## config.mk

```make
export PLATFORM = sky130hd
export DESIGN_NAME = fp_status_word
export DESIGN_NICKNAME = d
export VERILOG_FILES = /design/src/rtl/fp_status_word.sv
export SDC_FILE = /design/constraint.sdc
export NUM_CORES = 1
export LEC_CHECK = 0
export BUFFER_PORTS_ARGS = -buffer_cell sky130_fd_sc_hd__buf_2
export CAP_MARGIN = 10
export CORE_MARGIN = 2
export CORE_UTILIZATION = 45
export CTS_BUF_LIST = sky130_fd_sc_hd__clkbuf_4
export DETAILED_ROUTE_END_ITERATION = 8
export GPL_TIMING_DRIVEN = 1
export PLACE_DENSITY = 0.93
export SYNTH_ARGS = -nofsm -noshare
export SYNTH_HDL_FRONTEND = slang
export SYNTH_SLANG_ARGS = --single-unit
```

## constraint.sdc

```tcl
create_clock -name clk -period 1 [get_ports clk]
set_input_delay 0.05 -clock clk [delete_from_list [all_inputs] [get_ports clk]]
set_output_delay 0.05 -clock clk [all_outputs]
set_load 0.02 [all_outputs]
```

## src/rtl/fp_status_word.sv

```systemverilog
module fp_status_word #(
  parameter int W        = 32,
  parameter int NEXC     = 5,
  parameter int ENA_LSB  = 0,
  parameter int FLAG_LSB = 11,
  parameter int RM_LSB   = 9,
  parameter int D_BIT    = 5
) (
  input  logic            clk,
  input  logic            rst_n,
  input  logic            sw_we,
  input  logic [W-1:0]    sw_wdata,
  input  logic            op_valid,
  input  logic [NEXC-1:0] op_exc,
  output logic [W-1:0]    status,
  output logic [3:0]      rnd_sel,
  output logic            flush_en,
  output logic            trap_req
);
  localparam int FLAG_DIST = FLAG_LSB - ENA_LSB;

  logic [W-1:0]    word_q;
  logic [NEXC-1:0] enables;
  logic [W-1:0]    exc_wide;
  logic            raise;

  assign enables  = word_q[ENA_LSB +: NEXC];
  assign raise    = op_valid && (op_exc != '0);
  assign exc_wide = W'(op_exc) << (ENA_LSB + FLAG_DIST);
  assign trap_req = op_valid && ((op_exc & enables) != '0);
  assign flush_en = word_q[D_BIT];
  assign status   = word_q;

  always_comb begin
    rnd_sel = '0;
    rnd_sel[word_q[RM_LSB +: 2]] = 1'b1;
  end

  always_ff @(posedge clk or negedge rst_n) begin
    if (!rst_n)     word_q <= '0;
    else if (sw_we) word_q <= sw_wdata;
    else if (raise) word_q <= word_q | exc_wide;
  end
endmodule


```

==> results.cfg <==
[status]
outcome = finished with violations
violations = design-rule violations, negative setup slack

[placed_design]
dpl_worst_slack_ns = -0.04159
place.gp.congestion = 0.6431
placed_cell_area_sq_um = 1805
place.port_buffers = 78
place_hpwl_um = 2535
dp_cells = 195

[timing]
setup_ws_ns = -0.4242
period_share_pct = 142.4
fin_skew_ns = 0
hold_violations = 0
rsz0062_at_grt = true
fmax_mhz = 702.2
finalMaxSlewViolations = 0
finalSetupViolCount = 8
maxSlewHeadroom_pct = 78.45
fin_crit_ns = 1.424
worstMarginPinSlew_ns = 0.3233

[final_layout]
largest_reg_flops = 32
final_cells = 239
diodes = 0
final_area_sq_um = 2285
nets = 248
syn_to_final_growth_pct = 67.99
drive_gt1_share_pct = 61.06
utilization_pct = 81.45

[global_routing]
track_usage_pct = 23.66
gr-total-overflow = 0
grt_pass1_wl_um = 6009
antenna_found_initial = 0
grt_pass1_vias = 1303
grt_max_degree = 33

[worst_setup_path]
cp_max_fo = 2
crit_path_end_kind = output pin
cp-start-kind = flop
cp.required_ns = 0.95
crit_type = flop to output pin
worstPathArrival_ns = 1.37
worstReg2RegStart = status[0]
startpoint = status[0]

[logic_synthesis]
syn-cell-area_sq_um = 1360
yosysTopAreaCell = dfrtp_1
synthCells = 86
yosys_register_bits = 32
yosysSeqAreaShare_pct = 58.88
synth_cell_types = 16
synthTopCellsByArea = dfrtp_1, mux2_4, mux2_2
synth_top_area_share_pct = 58.88
avgSynthCellArea_sq_um = 15.81
ys.warnings.count = 0
synth_nets = 127

[job]
maxCapViolations = 0

[floorplan]
chipWidth_um = 58.98
dieArea_sq_um = 3478
core-area_sq_um = 2805
start_util_pct = 48.48
die_h_um = 58.98
rows = 19
ios = 79

[drt]
drc = 3
drt-vias-per-instance = 4.992
routedWlPerCell_um = 16.80
drt_pass1_iterations = 9
antenna_left = 0
vias = 1193
drt_iter0_drc = 44
routed_wl_um = 4016

[clocking]
htreeDepth = 2
clock_path_buffers = 2
cts_tree = built
cts_sinks = 32
root_buffer = clkbuf_4
clock_latency_ns = 0.31
clk_pin_slew_ns = 0.10
numCtsBuffers = 5

[worst_hold_path]
worstHoldStart = op_exc[4]
hp-class = primary input to flop

[power]
p_leak_nw = 1.165
finalPower_w = 0.003159
irDropWorstVdd_uv = 1160
p_per_area_nw_per_um2 = 1383
what timing repair did:
| item | CTS | global route |
|---|---|---|
| pin swaps | 1 | 3 |
| endpoints found under the setup margin | 9 | 9 |
| endpoints found under the hold margin | 64 | 0 |
| resized for setup | 8 | 18 |
| hold buffers | 33 | 0 |
| buffers inserted | 2 | 2 |
power by group:
group | switching (W) | leakage [nW] | internal, W | total, W
clock | 0.000425 | 0.0324 | 0.000258 | 0.000682
combinational | 0.000448 | 0.761 | 0.000513 | 0.000961
sequential | 0.0000910 | 0.372 | 0.00142 | 0.00152
total | 0.000964 | 1.16 | 0.00220 | 0.00316
kinds of logic (layout without fill, tap and decap cells):
family | count (synthesis) | after routing | synth area share, %
AO/OA/AOI/OAI | 13 | 13 | 5.520
buffers and inverters | 5 | 127 | 4.692
flip-flops | 32 | 32 | 58.88
multiplexers | 27 | 27 | 27.88
AND/OR/NAND/NOR | 9 | 9 | 3.036
synthesized netlist by cell type:
master and number:
buf_4 1, buf_2 1, dfrtp_1 32, buf_6 1, nand2_1 5, buf_12 2
a222oi_1 1, mux2_4 20, mux2_2 7, nor2_1 1, a21boi_0 1, a21oi_1 5
and2_1 1, o21ai_0 5, a22oi_1 1, nor2b_1 2
per-stage QoR:
step	TNS [ns]	hold slack, ns
after CTS	-0.9285	0.02630
final	-0.9971	0.03823
after global placement	-0.03797	0.009984
after floorplan	-0.006580	-0.2456
after global routing	-1.377	0.04201
after detailed placement	-0.04159	0.01556
worst paths after layout:
kind,slack [ns],cells past startpoint,to
worst max-delay path,-0.42,3,trap_req
worst min-delay path,0.04,3,status[15]
worst max register to register,-0.03,3,status[0]
worst min register to register,0.52,1,status[20]
max in group asynchronous,0.59,3,status[10]
min in group asynchronous,0.21,3,status[27]
routing by layer:
layer	track usage (%)	up-vias	routed length, um
met4	7.468	0	123
li1	-	544	-
met3	6.769	12	213
met1	26.45	580	1453
met5	0	-	0
met2	43.17	57	2225
cells in the final DEF, fill, tap and decap left out, types with 2 or more instances in the layout:
cell type,netlist,layout
dlygate4sd3_1,0,33
nand2_1,5,5
buf_12,2,3
clkinv_2,0,2
a21oi_1,5,5
dfrtp_1,32,29
buf_4,1,4
dfrtp_2,0,3
buf_2,1,69
o21ai_0,5,5
mux2_2,7,7
mux2_4,20,20
clkbuf_4,0,5
buf_6,1,10
critical path: stages, from the launching register on:
cell and delay (ns):
dfrtp_2 0.42, a222oi_1 0.37, a21boi_2 0.12, buf_6 0.15
layout make-up:
cell class | instances | area (sq um)
fill | 165 | 520.5
timing repair buffer | 119 | 878.3
clock buffer | 5 | 37.54
tap | 31 | 38.79
clock inverter | 3 | 13.76
sequential | 32 | 804.5
multi-input combinational | 49 | 511.7
(Power assumes the default switching activity.)
